<file path="config.mk">
export PLATFORM = sky130hd
export DESIGN_NAME = frint_ctrl
export DESIGN_NICKNAME = d
export VERILOG_FILES = /design/src/rtl/frint_pkg.sv /design/src/rtl/frint_timer.sv /design/src/rtl/frint_mask.sv /design/src/rtl/frint_fsm.sv /design/src/rtl/frint_ctrl.sv
export SDC_FILE = /design/constraint.sdc
export NUM_CORES = 1
export LEC_CHECK = 0
export CAP_MARGIN = 20
export CORE_MARGIN = 3
export CORE_UTILIZATION = 30
export CTS_BUF_LIST = sky130_fd_sc_hd__clkbuf_4
export CTS_CLUSTER_SIZE = 10
export DETAILED_ROUTE_END_ITERATION = 10
export GPL_TIMING_DRIVEN = 0
export SETUP_SLACK_MARGIN = 0.4
export SLEW_MARGIN = 20
export SYNTH_ARGS = -nofsm -noshare
export SYNTH_HDL_FRONTEND = slang
export SYNTH_SLANG_ARGS = --single-unit
</file>
<file path="constraint.sdc">
create_clock -name clk -period 2.5 [get_ports clk]
set_input_delay 0.5 -clock clk [delete_from_list [all_inputs] [get_ports clk]]
set_output_delay 0.5 -clock clk [all_outputs]
set_load 0.005 [all_outputs]
</file>
<file path="src/rtl/frint_pkg.sv">
package frint_pkg;

   // Sequencer states: boot load, wait states, entry pushes and vector
   // fetch, then return pops.
   typedef enum logic [3:0] {
      ST_BOOT,
      ST_IDLE,
      ST_HALT,
      ST_PUSH_PCH,
      ST_PUSH_PCL,
      ST_PUSH_FLG,
      ST_VEC_LO,
      ST_VEC_HI,
      ST_VEC_JMP,
      ST_POP_FLG,
      ST_POP_PCL,
      ST_POP_PCH,
      ST_POP_JMP
   } seq_state_t;

endpackage

</file>
<file path="src/rtl/frint_timer.sv">
module frint_timer #(
   parameter int unsigned CYCLES = 66666
) (
   input  logic clk,
   input  logic rst_n,
   output logic strobe
);

   generate
      if (CYCLES == 1) begin : g_every
         // Degenerate period: a strobe on every cycle after reset.
         logic on_q;
         always_ff @(posedge clk or negedge rst_n) begin
            if (!rst_n) on_q <= 1'b0;
            else        on_q <= 1'b1;
         end
         assign strobe = on_q;
      end else begin : g_count
         localparam int unsigned CW = $clog2(CYCLES);
         localparam logic [CW-1:0] LAST = CW'(CYCLES - 1);
         logic [CW-1:0] cnt_q;
         always_ff @(posedge clk or negedge rst_n) begin
            if (!rst_n)             cnt_q <= '0;
            else if (cnt_q == LAST) cnt_q <= '0;
            else                    cnt_q <= cnt_q + CW'(1);
         end
         assign strobe = (cnt_q == LAST);
      end
   endgenerate

endmodule

</file>
<file path="src/rtl/frint_mask.sv">
module frint_mask (
   input  logic clk,
   input  logic rst_n,
   input  logic tick,
   input  logic take,
   input  logic set_req,
   input  logic clr_req,
   input  logic restore_en,
   input  logic restore_val,
   output logic if_q,
   output logic isr_q,
   output logic pend_q
);

   logic if_d;
   logic isr_d;
   logic pend_d;

   // Priority: entry, then restore on return, then set, then clear.
   always_comb begin
      if_d = if_q;
      if (take)                  if_d = 1'b1;
      else if (restore_en)       if_d = restore_val;
      else if (set_req)          if_d = 1'b1;
      else if (clr_req && !isr_q) if_d = 1'b0;
   end

   always_comb begin
      isr_d = isr_q;
      if (take)            isr_d = 1'b1;
      else if (restore_en) isr_d = 1'b0;
   end

   // A strobe is remembered only while the flag is clear now and next cycle.
   always_comb begin
      pend_d = !if_q && !if_d && (tick || (pend_q && !take));
   end

   always_ff @(posedge clk or negedge rst_n) begin
      if (!rst_n) begin
         if_q   <= 1'b1;
         isr_q  <= 1'b0;
         pend_q <= 1'b0;
      end else begin
         if_q   <= if_d;
         isr_q  <= isr_d;
         pend_q <= pend_d;
      end
   end

endmodule

</file>
<file path="src/rtl/frint_fsm.sv">
module frint_fsm
   import frint_pkg::*;
#(
   parameter int unsigned DW       = 8,
   parameter int unsigned AW       = 16,
   parameter int unsigned IF_BIT   = 4,
   parameter int unsigned VEC_ADDR = 'hFF00,
   parameter int unsigned RESET_PC = 'h0000
) (
   input  logic          clk,
   input  logic          rst_n,
   input  logic          pend,
   input  logic          if_q,
   input  logic          op_halt,
   input  logic          op_iret,
   input  logic [AW-1:0] pc_cur,
   input  logic [DW-1:0] flags_cur,
   input  logic [AW-1:0] sp_cur,
   input  logic [DW-1:0] mem_rdata,
   output logic          take,
   output logic          op_ok,
   output logic          restore_en,
   output logic          restore_val,
   output logic          mem_req,
   output logic          mem_we,
   output logic [AW-1:0] mem_addr,
   output logic [DW-1:0] mem_wdata,
   output logic          sp_dec,
   output logic          sp_inc,
   output logic          pc_load,
   output logic [AW-1:0] pc_next,
   output logic          flags_load,
   output logic [DW-1:0] flags_next,
   output logic          stall,
   output logic          halted
);

   localparam logic [AW-1:0] VEC_LO_A = AW'(VEC_ADDR);
   localparam logic [AW-1:0] VEC_HI_A = AW'(VEC_ADDR + 1);
   localparam logic [AW-1:0] BOOT_PC  = AW'(RESET_PC);
   localparam logic [DW-1:0] IF_MASK  = {{(DW-1){1'b0}}, 1'b1} << IF_BIT;

   seq_state_t    st_q, st_d;
   logic [AW-1:0] pc_sv_q;
   logic [DW-1:0] flg_sv_q;
   logic [DW-1:0] byte_q;
   logic [AW-1:0] push_addr;

   // Pre-decrement stack: a push lands one below the current pointer.
   assign push_addr = sp_cur - AW'(1);

   assign take   = pend && !if_q && ((st_q == ST_IDLE) || (st_q == ST_HALT));
   assign op_ok  = (st_q == ST_IDLE) && !take;
   assign stall  = (st_q != ST_IDLE) || take;
   assign halted = (st_q == ST_HALT);

   always_comb begin
      st_d        = st_q;
      mem_req     = 1'b0;
      mem_we      = 1'b0;
      mem_addr    = '0;
      mem_wdata   = '0;
      sp_dec      = 1'b0;
      sp_inc      = 1'b0;
      pc_load     = 1'b0;
      pc_next     = '0;
      flags_load  = 1'b0;
      flags_next  = '0;
      restore_en  = 1'b0;
      restore_val = 1'b0;
      case (st_q)
         ST_BOOT: begin
            pc_load    = 1'b1;
            pc_next    = BOOT_PC;
            flags_load = 1'b1;
            flags_next = IF_MASK;
            st_d       = ST_IDLE;
         end
         ST_IDLE: begin
            if (take)         st_d = ST_PUSH_PCH;
            else if (op_iret) st_d = ST_POP_FLG;
            else if (op_halt) st_d = ST_HALT;
         end
         ST_HALT: begin
            if (take) st_d = ST_PUSH_PCH;
         end
         ST_PUSH_PCH: begin
            mem_req   = 1'b1;
            mem_we    = 1'b1;
            mem_addr  = push_addr;
            mem_wdata = pc_sv_q[AW-1:DW];
            sp_dec    = 1'b1;
            st_d      = ST_PUSH_PCL;
         end
         ST_PUSH_PCL: begin
            mem_req   = 1'b1;
            mem_we    = 1'b1;
            mem_addr  = push_addr;
            mem_wdata = pc_sv_q[DW-1:0];
            sp_dec    = 1'b1;
            st_d      = ST_PUSH_FLG;
         end
         ST_PUSH_FLG: begin
            mem_req    = 1'b1;
            mem_we     = 1'b1;
            mem_addr   = push_addr;
            mem_wdata  = flg_sv_q;
            sp_dec     = 1'b1;
            flags_load = 1'b1;
            flags_next = IF_MASK;
            st_d       = ST_VEC_LO;
         end
         ST_VEC_LO: begin
            mem_req  = 1'b1;
            mem_addr = VEC_LO_A;
            st_d     = ST_VEC_HI;
         end
         ST_VEC_HI: begin
            mem_req  = 1'b1;
            mem_addr = VEC_HI_A;
            st_d     = ST_VEC_JMP;
         end
         ST_VEC_JMP: begin
            pc_load = 1'b1;
            pc_next = {mem_rdata, byte_q};
            st_d    = ST_IDLE;
         end
         ST_POP_FLG: begin
            mem_req  = 1'b1;
            mem_addr = sp_cur;
            sp_inc   = 1'b1;
            st_d     = ST_POP_PCL;
         end
         ST_POP_PCL: begin
            mem_req     = 1'b1;
            mem_addr    = sp_cur;
            sp_inc      = 1'b1;
            flags_load  = 1'b1;
            flags_next  = mem_rdata;
            restore_en  = 1'b1;
            restore_val = mem_rdata[IF_BIT];
            st_d        = ST_POP_PCH;
         end
         ST_POP_PCH: begin
            mem_req  = 1'b1;
            mem_addr = sp_cur;
            sp_inc   = 1'b1;
            st_d     = ST_POP_JMP;
         end
         ST_POP_JMP: begin
            pc_load = 1'b1;
            pc_next = {mem_rdata, byte_q};
            st_d    = ST_IDLE;
         end
         default: st_d = ST_IDLE;
      endcase
   end

   always_ff @(posedge clk or negedge rst_n) begin
      if (!rst_n) begin
         st_q     <= ST_BOOT;
         pc_sv_q  <= '0;
         flg_sv_q <= '0;
         byte_q   <= '0;
      end else begin
         st_q <= st_d;
         if (take) begin
            pc_sv_q  <= pc_cur;
            flg_sv_q <= (flags_cur & ~IF_MASK) | (if_q ? IF_MASK : '0);
         end
         // Low byte of a two-byte read arrives while the high byte is requested.
         if ((st_q == ST_VEC_HI) || (st_q == ST_POP_PCH)) byte_q <= mem_rdata;
      end
   end

endmodule

</file>
<file path="src/rtl/frint_ctrl.sv">
module frint_ctrl #(
   parameter int unsigned DW           = 8,
   parameter int unsigned AW           = 16,
   parameter int unsigned IF_BIT       = 4,
   parameter int unsigned VEC_ADDR     = 'hFF00,
   parameter int unsigned RESET_PC     = 'h0000,
   parameter int unsigned FRAME_CYCLES = 66666
) (
   input  logic          clk,
   input  logic          rst_n,
   input  logic          op_halt,
   input  logic          op_sif,
   input  logic          op_cif,
   input  logic          op_iret,
   input  logic [AW-1:0] pc_cur,
   input  logic [DW-1:0] flags_cur,
   input  logic [AW-1:0] sp_cur,
   output logic          sp_dec,
   output logic          sp_inc,
   output logic          mem_req,
   output logic          mem_we,
   output logic [AW-1:0] mem_addr,
   output logic [DW-1:0] mem_wdata,
   input  logic [DW-1:0] mem_rdata,
   output logic          pc_load,
   output logic [AW-1:0] pc_next,
   output logic          flags_load,
   output logic [DW-1:0] flags_next,
   output logic          cpu_stall,
   output logic          halted,
   output logic          irq_off,
   output logic          in_isr,
   output logic          frame_strobe
);

   // Elaboration-time parameter checks.
   generate
      if (DW < 2) begin : g_bad_dw
         $error("frint_ctrl: DW must be at least 2");
      end
      if (AW != 2 * DW) begin : g_bad_aw
         $error("frint_ctrl: AW must be twice DW");
      end
      if (IF_BIT >= DW) begin : g_bad_bit
         $error("frint_ctrl: IF_BIT outside the flags word");
      end
      if (FRAME_CYCLES < 1) begin : g_bad_frame
         $error("frint_ctrl: FRAME_CYCLES must be positive");
      end
      if (VEC_ADDR + 1 >= (64'd1 << AW)) begin : g_bad_vec
         $error("frint_ctrl: vector does not fit the address space");
      end
   endgenerate

   logic tick;
   logic take;
   logic op_ok;
   logic pend;
   logic if_q;
   logic isr_q;
   logic restore_en;
   logic restore_val;

   frint_timer #(.CYCLES(FRAME_CYCLES)) i_timer (
      .clk    (clk),
      .rst_n  (rst_n),
      .strobe (tick)
   );

   frint_mask i_mask (
      .clk         (clk),
      .rst_n       (rst_n),
      .tick        (tick),
      .take        (take),
      .set_req     (op_sif && op_ok),
      .clr_req     (op_cif && op_ok),
      .restore_en  (restore_en),
      .restore_val (restore_val),
      .if_q        (if_q),
      .isr_q       (isr_q),
      .pend_q      (pend)
   );

   frint_fsm #(
      .DW       (DW),
      .AW       (AW),
      .IF_BIT   (IF_BIT),
      .VEC_ADDR (VEC_ADDR),
      .RESET_PC (RESET_PC)
   ) i_fsm (
      .clk         (clk),
      .rst_n       (rst_n),
      .pend        (pend),
      .if_q        (if_q),
      .op_halt     (op_halt),
      .op_iret     (op_iret),
      .pc_cur      (pc_cur),
      .flags_cur   (flags_cur),
      .sp_cur      (sp_cur),
      .mem_rdata   (mem_rdata),
      .take        (take),
      .op_ok       (op_ok),
      .restore_en  (restore_en),
      .restore_val (restore_val),
      .mem_req     (mem_req),
      .mem_we      (mem_we),
      .mem_addr    (mem_addr),
      .mem_wdata   (mem_wdata),
      .sp_dec      (sp_dec),
      .sp_inc      (sp_inc),
      .pc_load     (pc_load),
      .pc_next     (pc_next),
      .flags_load  (flags_load),
      .flags_next  (flags_next),
      .stall       (cpu_stall),
      .halted      (halted)
   );

   assign irq_off      = if_q;
   assign in_isr       = isr_q;
   assign frame_strobe = tick;

endmodule

</file>
### Word level (Yosys, flattened, before mapping)

Index checks and enable logic that the tools add are counted.

| storage, ports and cells | value |
|---|---|
| flip-flop bits (word level) | 56 |
| input bits | 54 |
| output and inout port bits | 59 |
| word-level logic and storage cells | 78 |

| cells by class | value |
|---|---|
| add/sub/neg operators | 2 |
| eq/ne operators | 16 |
| mux-type cells | 24 |
| bitwise logic cells | 1 |
| reductions and logical operators | 27 |

Operators by type and width:

| kind | number |
|---|---|
| case mux 16 bit (4 select lines) | 1 |
| case mux 4 bit (10 select lines) | 1 |
| case mux 8 bit (3 select lines) | 1 |
| == test 4 bit (second input constant) | 5 |
| adder 17 x 1 -> 17 bit (second input constant) | 1 |
| == test 17 bit (second input constant) | 1 |
| two-way mux 17 bit | 1 |
| == test 4 x 3 -> 1 bit (second input constant) | 4 |
| two-way mux 16 bit | 1 |
| two-way mux 4 bit | 4 |
| case mux 8 bit (2 select lines) | 1 |
| subtractor 16 x 1 -> 16 bit (second input constant) | 1 |
| two-way mux 1 bit | 13 |
| OR reduction 3 bit | 4 |
| logical AND 1 bit | 9 |
| == test 4 x 2 -> 1 bit (second input constant) | 2 |
| OR 8 bit | 1 |
| OR reduction 8 bit | 1 |
| two-way mux 5 bit | 1 |
| == test 4 x 1 -> 1 bit (second input constant) | 1 |
| zero test 1 bit | 4 |
| zero test 4 bit | 1 |
| logical OR 1 bit | 4 |
| inequality test 4 x 1 -> 1 bit (second input constant) | 1 |
| 5 further kinds | 6 |

### Longest topological paths before layout

Gate-level depths: netlist of run 1.

| logic depth | value |
|---|---|
| word-level depth | 14 |
| depth in mapped cells | 8 |
| depth with buffers taken out | 7 |

### By module

Synthesis of run 1 repeated with hierarchy kept, for this count alone.

| second synthesis, totals | value |
|---|---|
| cells, all modules | 350 |
| area, all modules | 3362.0 um^2 |

By module, submodules not included:

| module | times used | cells each | area each (um^2) | seq. area each (um^2) |
|---|---|---|---|---|
| frint_fsm | 1 | 264 | 2408.6 | 900.9 |
| frint_timer | 1 | 74 | 812.0 | 425.4 |
| frint_mask | 1 | 10 | 128.9 | 76.3 |
| frint_ctrl | 1 | 2 | 12.5 | 0.0 |

### Worst setup path before layout of run 1

No wires, ideal clock.

| timing | value |
|---|---|
| path kind | input port to output port |
| from | input sp_cur[0] |
| to | output mem_addr[14] |
| arrival time | 1.822 ns |
| required time | 2.000 ns |
| slack | 0.178 ns |
| stages on the path | 6 |
| buffers on the path | 0 |
| cell sequence | inv_1 > ha_1 > or4b_1 > nor3_2 > nand3_1 > o311ai_1 |

| on the way | value |
|---|---|
| longest elaborated chain between the ends | 2 |

Ends and longest elaborated chain:

| item | RTL line | source |
|---|---|---|
| start, declared | frint_ctrl.sv:17 | `input logic [AW-1:0] sp_cur,` |
| subtractor 16 x 1 -> 16 bit | frint_fsm.sv:50 | `assign push_addr = sp_cur - AW'(1);` |
| case mux 16 bit (4 select lines) | frint_fsm.sv:71 | `case (st_q)` |
| end, declared | frint_ctrl.sv:22 | `output logic [AW-1:0] mem_addr,` |

No other way between the ends.

### Worst setup path after layout of run 1

| timing | value |
|---|---|
| from | register i_fsm.st_q[1] |
| to | output mem_addr[4] |

| on the way | value |
|---|---|
| longest elaborated chain between the ends | 3 |
| elaborated cells between the ends (all ways) | 11 |
| classes of those cells | 8 x eq/ne; 1 x mux; 2 x reduce/logical |

Ends and longest elaborated chain:

| item | RTL line | source |
|---|---|---|
| start, declared | frint_fsm.sv:43 | `seq_state_t st_q, st_d;` |
| start signal, assigned | frint_fsm.sv:166 | `st_q <= st_d;` |
| == test 4 bit, or another cell as far along | frint_fsm.sv:71 |  |
| OR reduction 3 bit (no line) | - |  |
| case mux 16 bit (4 select lines) (*) | frint_fsm.sv:71 |  |

Mark *: on every way between the ends. The rest lies on a longest branch, timed or not.

==> run metrics, run 1 <==
status=finished with violations; failing checks=negative setup slack; vias=3461; Critical Path Start Type=flop; drt drc=0; first-pass GRT wire length=approximately 18 mm; Net Sw Power=around 1.8 mW; Worst slew margin=0.595; htree depth=2; Unique masters post-synth=51; DRT iter0 DRCs=230; Power Density=~800 nW/um2; period utilization=1.05; Top-Level Pins=about 110; CTS max path bufs=2; Worst EP required=2000 ps; DR vias/cell=between 5 and 6; RR Startpoint=i_fsm.st_q[1]; Ys Warns=0; VDD IR max=0.436 mV; synthesized cell area=between 3000 and 4000 um2; Routed WL per cell=around 17 um; Worst setup EP type=primary output; power share of the combinational group=0.650; vias in the first global route=~3500; drt pass-1 iters=5; CTS tree=yes; area of the core=10400 um2; Die W=roughly 110 um; ratio of cells with drive above 1 in the final layout=0.513; Crit path arrival time=~2100 ps; Finished Cell Area=between 5000 and 6000 um2; Flop pwr share=0.237; Post-DP HPWL=roughly 6.6 mm; fin worst setup slack=-129 ps; Layout Nets=roughly 600; Clk network pwr share=0.113; fmax=between 300 and 400 MHz; post-route ant nets=0; CTS root buffer=clkbuf_4; cell count after synthesis=340; top cell type's share of synthesized area=0.423; Congestion Overflow GR=0; Syn Area/Cell=between 9 and 10 um2; ys flop type=dfrtp_1; Design Power=4.73 mW; max-slew violations=0; Sw Share=0.375; WL final=between 10 and 15 mm; CTS clk-pin slew, worst paths=180 ps; Area contributors post-synth=dfrtp_1 42%, mux2_2 11%, and2_1 3.7%; DIE AREA=between 10000 and 15000 um2; initial cell density of the core=0.313; unrepaired setup endpoints after global routing=yes; GP Congestion=~0.76; Syn Nets=around 400; Worst-Margin Slew=about 590 ps; sequential share of the synthesized area=0.431; clock buffer count from CTS=5; Num Clock Sinks=between 50 and 60; CP max FO=4; largest net degree at the start of global routing=57; Worst Hold Class=primary input to async pin; area grow syn2layout=82.6%; cell taking the most area after synthesis=dfrtp_1; number of flops mapped to enable cells by yosys=0; worst-skew pair later-pin latency=about 400 ps; total of max-cap violations=0; die height=roughly 110 um; setup violators final=13; DP Area=4600 um2; Seq cells post-synth=56; PortBufs=111; critical path class=flop to primary output; Internal=2.96 mW; Async SR Flop Fraction=1.00; total track usage=0.184; # diodes=0; skew final=about 12 ps; flop2flop setup slack=roughly 350 ps; leak pwr=~2.9 nW; Final Hold Fails=0; Final Critical Period=between 2000 and 3000 ps; Rows=37; initial antenna violation count=0; crit path from=i_fsm.st_q[1]
flip-flops by register name (all words and copies together) (netlist names):
register               cells
i_fsm.byte_q               8
i_fsm.flg_sv_q             8
i_fsm.pc_sv_q             16
i_fsm.st_q                 4
i_mask.if_q                1
i_mask.isr_q               1
i_mask.pend_q              1
i_timer.g_count.cnt_q     17
layout make-up:
type | instances | area [um2]
fill | 892 | 4470
multi-input combinational | 252 | 2170
timing repair buffer | 197 | 1820
sequential | 56 | 1410
buffer | 15 | 203
tap | 136 | 170
inverter | 18 | 87.6
clock inverter | 3 | 46.3
clock buffer | 5 | 37.5
power groups by stage:
stage / Clock, mW / Combinational (mW) / Sequential, mW
floorplan: 0 / 0.916 / 1.10
global placement: 0 / 1.87 / 1.12
detailed placement: 0 / 1.90 / 1.12
CTS: 0.553 / 2.67 / 1.11
global route: 0.591 / 3.27 / 1.14
finish: 0.536 / 3.07 / 1.12
cells in the final DEF (no fill, tap or decap), types with 8 or more instances in the layout:
cell,synthesis,final
dlygate4sd2_1,0,8
buf_2,8,34
mux2_2,31,14
nand2_1,27,22
and2_4,0,11
dfrtp_1,55,53
o21ai_1,0,15
xor2_1,10,9
and2_1,19,8
nand3_1,14,11
buf_4,1,50
mux2_4,0,17
a222oi_1,8,8
nor2_1,28,22
inv_1,18,12
clkdlybuf4s50_1,0,41
buf_8,0,10
buf_6,0,54
cells in the mapped netlist, types with 2 or more instances:
cell       instances
dfrtp_1           55
mux2_2            31
nor2_1            28
nand2_1           27
o21ai_0           22
and2_1            19
inv_1             18
nand3_1           14
a21oi_1           11
nor3_1            10
xor2_1            10
and3_1             9
a222oi_1           8
buf_2              8
nand2b_1           7
xnor2_1            7
clkbuf_1           5
nor2b_1            4
and4_1             3
ha_1               3
nand4_1            3
nor4_1             3
o211ai_2           3
a2111oi_0          2
a21o_1             2
a31oi_1            2
nor3_2             2
cells by family after synthesis:
kind of cell             synth area share
buffers and inverters              0.0423
multiplexers                        0.110
AND/OR/NAND/NOR                     0.238
flip-flops                          0.431
AO/OA/AOI/OAI                       0.122
XOR/XNOR                           0.0457
adder cells (fa/ha/maj)            0.0115
worst max-delay path, cell delays in order (launching register included):
cell and delay (ps):
dfrtp_1 430, buf_4 140, buf_6 130, nor3b_4 200
nor2_4 90, buf_6 140, buf_6 110, a21oi_2 120
o21ai_1 90, o21ai_1 120, buf_2 150
repair_timing:
action | 4_1_cts | 5_1_grt
gates resized for setup | 407 | 62
hold buffers | 0 | 0
endpoints found under the setup margin | 57 | 74
pin swaps | 37 | 28
cloned | 5 | 2
setup buffers | 59 | 20
path summary, 6_finish.rpt:
path                                             end  cells past startpoint
setup / recovery                         mem_addr[4]                     10
hold / removal                     i_fsm.pc_sv_q[12]                      2
setup reg to reg                   i_fsm.flg_sv_q[2]                     11
hold reg to reg            i_timer.g_count.cnt_q[16]                      1
max in group asynchronous                i_mask.if_q                      2
min in group clk           i_timer.g_count.cnt_q[16]                      1
metrics by stage:
step	hold WS (ps)	cells	utilization	setup TNS (ps)	setup slack, ps
after floorplan	204	340	-	0	238
after global placement	469	587	0.440	-68180	-1110
after detailed placement	477	588	0.442	-19320	-1130
after CTS	61.4	660	0.529	-832	-161
after global routing	49.4	682	0.571	-2640	-240
final	47.2	682	0.571	-602	-129
layer usage:
| metal | share of wire | wire length (um) | track usage |
|---|---|---|---|
| met1 | 0.42 | 4820 | 0.236 |
| met5 | 0 | 0 | 0 |
| met2 | 0.51 | 5870 | 0.316 |
| met3 | 0.068 | 792 | 0.0402 |
| met4 | 0.0090 | 104 | 0.0466 |
No activity file was read; power rests on OpenSTA's default activity.
==> inputs of run 2 (changes only) <==
Settings changed: CORE_UTILIZATION 30 to 47, PLACE_DENSITY set to 0.83.
==> run 2 against run 1 <==
  * The flow now stops in 5_1_grt
  * Synthesized cell count did not move
  * Area after synthesis is the same
==> run metrics, run 2 <==
number of flops mapped to enable cells by yosys=0; Syn Nets=397; GRT worst endpoint=mem_addr[14]; largest net degree at the start of global routing=57; Area contributors post-synth=dfrtp_1 42%, mux2_2 11%, and2_1 3.7%; Halt Stage=5_1_grt; Top-Level Pins=about 110; Syn Area/Cell=9.58 um2; hold_buf cts=0; Seq cells post-synth=56; First Error=[ERROR DPL-0033] detailed placement checks failed during check placement.; htree depth=2; Num Clock Sinks=56; initial antenna violation count=0; die height=around 89 um; cell taking the most area after synthesis=dfrtp_1; Post-synth top cells=55 x dfrtp_1, 31 x mux2_2, 28 x nor2_1; count leader, synth=dfrtp_1; initial cell density of the core=0.498; kind of the worst endpoint=primary output; Post-DP HPWL=between 6 and 7 mm; clock buffer count from CTS=5; ys flop type=dfrtp_1; status=did not finish; top cell type's share of synthesized area=0.423; Unique masters post-synth=between 50 and 60; Die W=roughly 89 um; Ys Warns=0; Async SR Flop Fraction=1.00; CTS root buffer=clkbuf_4; GP Congestion=between 0.8 and 0.9; CTS max path bufs=2; sequential share of the synthesized area=0.431; Rows=29; cell count after synthesis=between 300 and 400; synthesized cell area=between 3000 and 4000 um2; PortBufs=~110
-- run 2: kinds of logic after synthesis --
| kind of cell | share of synthesized area |
|---|---|
| AND/OR/NAND/NOR | 0.238 |
| AO/OA/AOI/OAI | 0.122 |
| flip-flops | 0.431 |
| buffers and inverters | 0.0423 |
| multiplexers | 0.110 |
| XOR/XNOR | 0.0457 |
| adder cells (fa/ha/maj) | 0.0115 |
-- run 2: per-stage QoR --
step | std cells | worst slack (ps) | hold slack, ps | area, um2 | utilization
global placement | 528 | -1060 | 468 | 4510 | 0.690
floorplan | 340 | 238 | 204 | 3300 | -
CTS | 633 | -191 | 171 | 5630 | 0.862
detailed placement | 528 | -1070 | 473 | 4500 | 0.689
-- run 2: what timing repair did --
| item | 4_1_cts |
|---|---|
| pin swaps | 47 |
| endpoints found under the setup margin | 57 |
| setup buffers | 94 |
| gates resized for setup | 421 |
| cloned | 3 |
==> inputs of run 3 (changes only) <==
Settings changed: CORE_UTILIZATION 47 to 40, CTS_BUF_LIST sky130_fd_sc_hd__clkbuf_4 to unset, CTS_CLUSTER_SIZE 10 to unset, PLACE_DENSITY 0.83 to unset, PLACE_DENSITY_LB_ADDON set to 0.15, SETUP_SLACK_MARGIN 0.4 to unset.
==> run 3 against run 2 <==
  * The flow now finishes, with violations (negative setup slack)
==> run metrics, run 3 (same netlist as run 1, synthesis figures left out) <==
DIE AREA=a little over 9000 um2; htree depth=2; most common cell after layout, fill and taps aside=clkdlybuf4s50_1; post-route ant nets=0; total track usage=0.200; Num Clock Sinks=56; Rows=32; drt drc=0; fin worst setup slack=-195 ps; clock buffer count from CTS=5; area grow syn2layout=60.1%; Worst Hold Class=primary input to async pin; ratio of cells with drive above 1 in the final layout=0.350; Design Power=slightly below 4 mW; CTS tree=yes; CP max stage cell=or4b_4; die height=96.2 um; failing checks=negative setup slack; first-pass GRT wire length=approximately 15 mm; Critical Path Start Type=primary input; max reg flops=17; fmax=between 300 and 400 MHz; CP max stage delay=490 ps; RR Startpoint=i_fsm.st_q[0]; CTS root buffer=clkbuf_8; Routed WL per cell=around 16 um; vias=~3300; Layout Nets=561; status=finished with violations; final hold slack=238 ps; Worst Path Buf+Inv=4; initial antenna violation count=0; Finished Layout Cells=slightly above 600; WL final=9.81 mm; leak pwr=roughly 2.7 nW; Die W=between 90 and 100 um; setup violators final=8; drt pass-1 iters=5; # diodes=0; Final Critical Period=2700 ps; PortBufs=roughly 110; Largest regs=i_timer.g_count.cnt_q x17, i_fsm.pc_sv_q x16; Final Hold Fails=0; path depth of the worst reg2reg path=4; most frequent cells in the layout=57 x clkdlybuf4s50_1, 52 x dfrtp_1, 40 x buf_4; unrepaired setup endpoints after global routing=yes; reg-to-reg endpoint=i_fsm.pc_sv_q[11]; worst-skew pair later-pin latency=~300 ps; CP top delay family=simple AND/OR/NAND/NOR gates; initial cell density of the core=0.417; DR vias/cell=5.37; vias in the first global route=3062; Fin Setup TNS=-981 ps; area of the multi-input gates=between 1500 and 2000 um2; register area=1410 um2; CP max FO=4; Place WS=-1070 ps; most flop-heavy register=i_timer.g_count.cnt_q; CTS clk-pin slew, worst paths=~100 ps; Congestion Overflow GR=0; largest net degree at the start of global routing=57; GP Congestion=0.892; DRT iter0 DRCs=200; Crit path arrival time=between 2000 and 2500 ps; Worst-Margin Slew=689 ps; Worst EP required=2000 ps; flop2flop setup slack=between 500 and 600 ps; CTS max path bufs=2; Post-DP HPWL=between 6 and 7 mm; fin util=0.667; Finished Cell Area=5210 um2; Filler Cell Count=635; crit-path cells=buf_8 > inv_4 > ha_4 > or4b_4 > nor3_4 > buf_6 > a31oi_1 > o21ai_1 > o311ai_2 > buf_2; skew final=6.25 ps; period utilization=1.08; Worst slew margin=0.541; dpl cells=~550; critical path class=primary input to primary output; Worst setup EP type=primary output; max-slew violations=0; area of the core=7810 um2; Top-Level Pins=about 110; VDD IR max=0.433 mV; Power Density=762 nW/um2; crit path from=sp_cur[1]; total of max-cap violations=0; DP Area=~4500 um2
run 3: worst max path at each step:
stage                         endpoint  depth (start not counted)
after floorplan           mem_addr[14]                          6
after global placement    mem_addr[10]                          9
after detailed placement  mem_addr[10]                          9
after CTS                 mem_addr[15]                          9
after global routing      mem_addr[10]                         10
final                     mem_addr[14]                         10
run 3: layout make-up:
class                           count  area share
Timing Repair Buffer              157       0.277
Clock inverter                      2     0.00264
Tap cell                          102      0.0245
Inverter                           18      0.0144
Multi-Input combinational cell    252       0.370
Sequential cell                    56       0.270
Clock buffer                        6      0.0158
Buffer                             14      0.0257
run 3: timing repair:
| item | CTS | global route |
|---|---|---|
| setup endpoints to repair | 56 | 48 |
| gates cloned | 0 | 3 |
| hold buffers | 0 | 0 |
| setup buffers | 33 | 11 |
| pin swaps | 25 | 21 |
| gates resized for setup | 167 | 78 |
run 3: routing by layer:
layer	routed length, um	up-vias	GRT usage
met3	710	19	0.0391
met1	4070	1567	0.261
li1	-	1541	-
met5	0	-	0
met4	156	0	0.0438
met2	4880	135	0.341
run 3: worst reg2reg max path: stages (launching register included):
cell and delay, ps:
dfrtp_2 490, nor2b_2 210, o211ai_2 410, buf_2 360
mux2_2 370
run 3: report_power, final:
part	switching (mW)	total (mW)	internal (mW)
registers	0.0961	1.13	1.04
logic	1.08	2.32	1.24
clock network	0.294	0.522	0.227
total	1.47	3.97	2.50
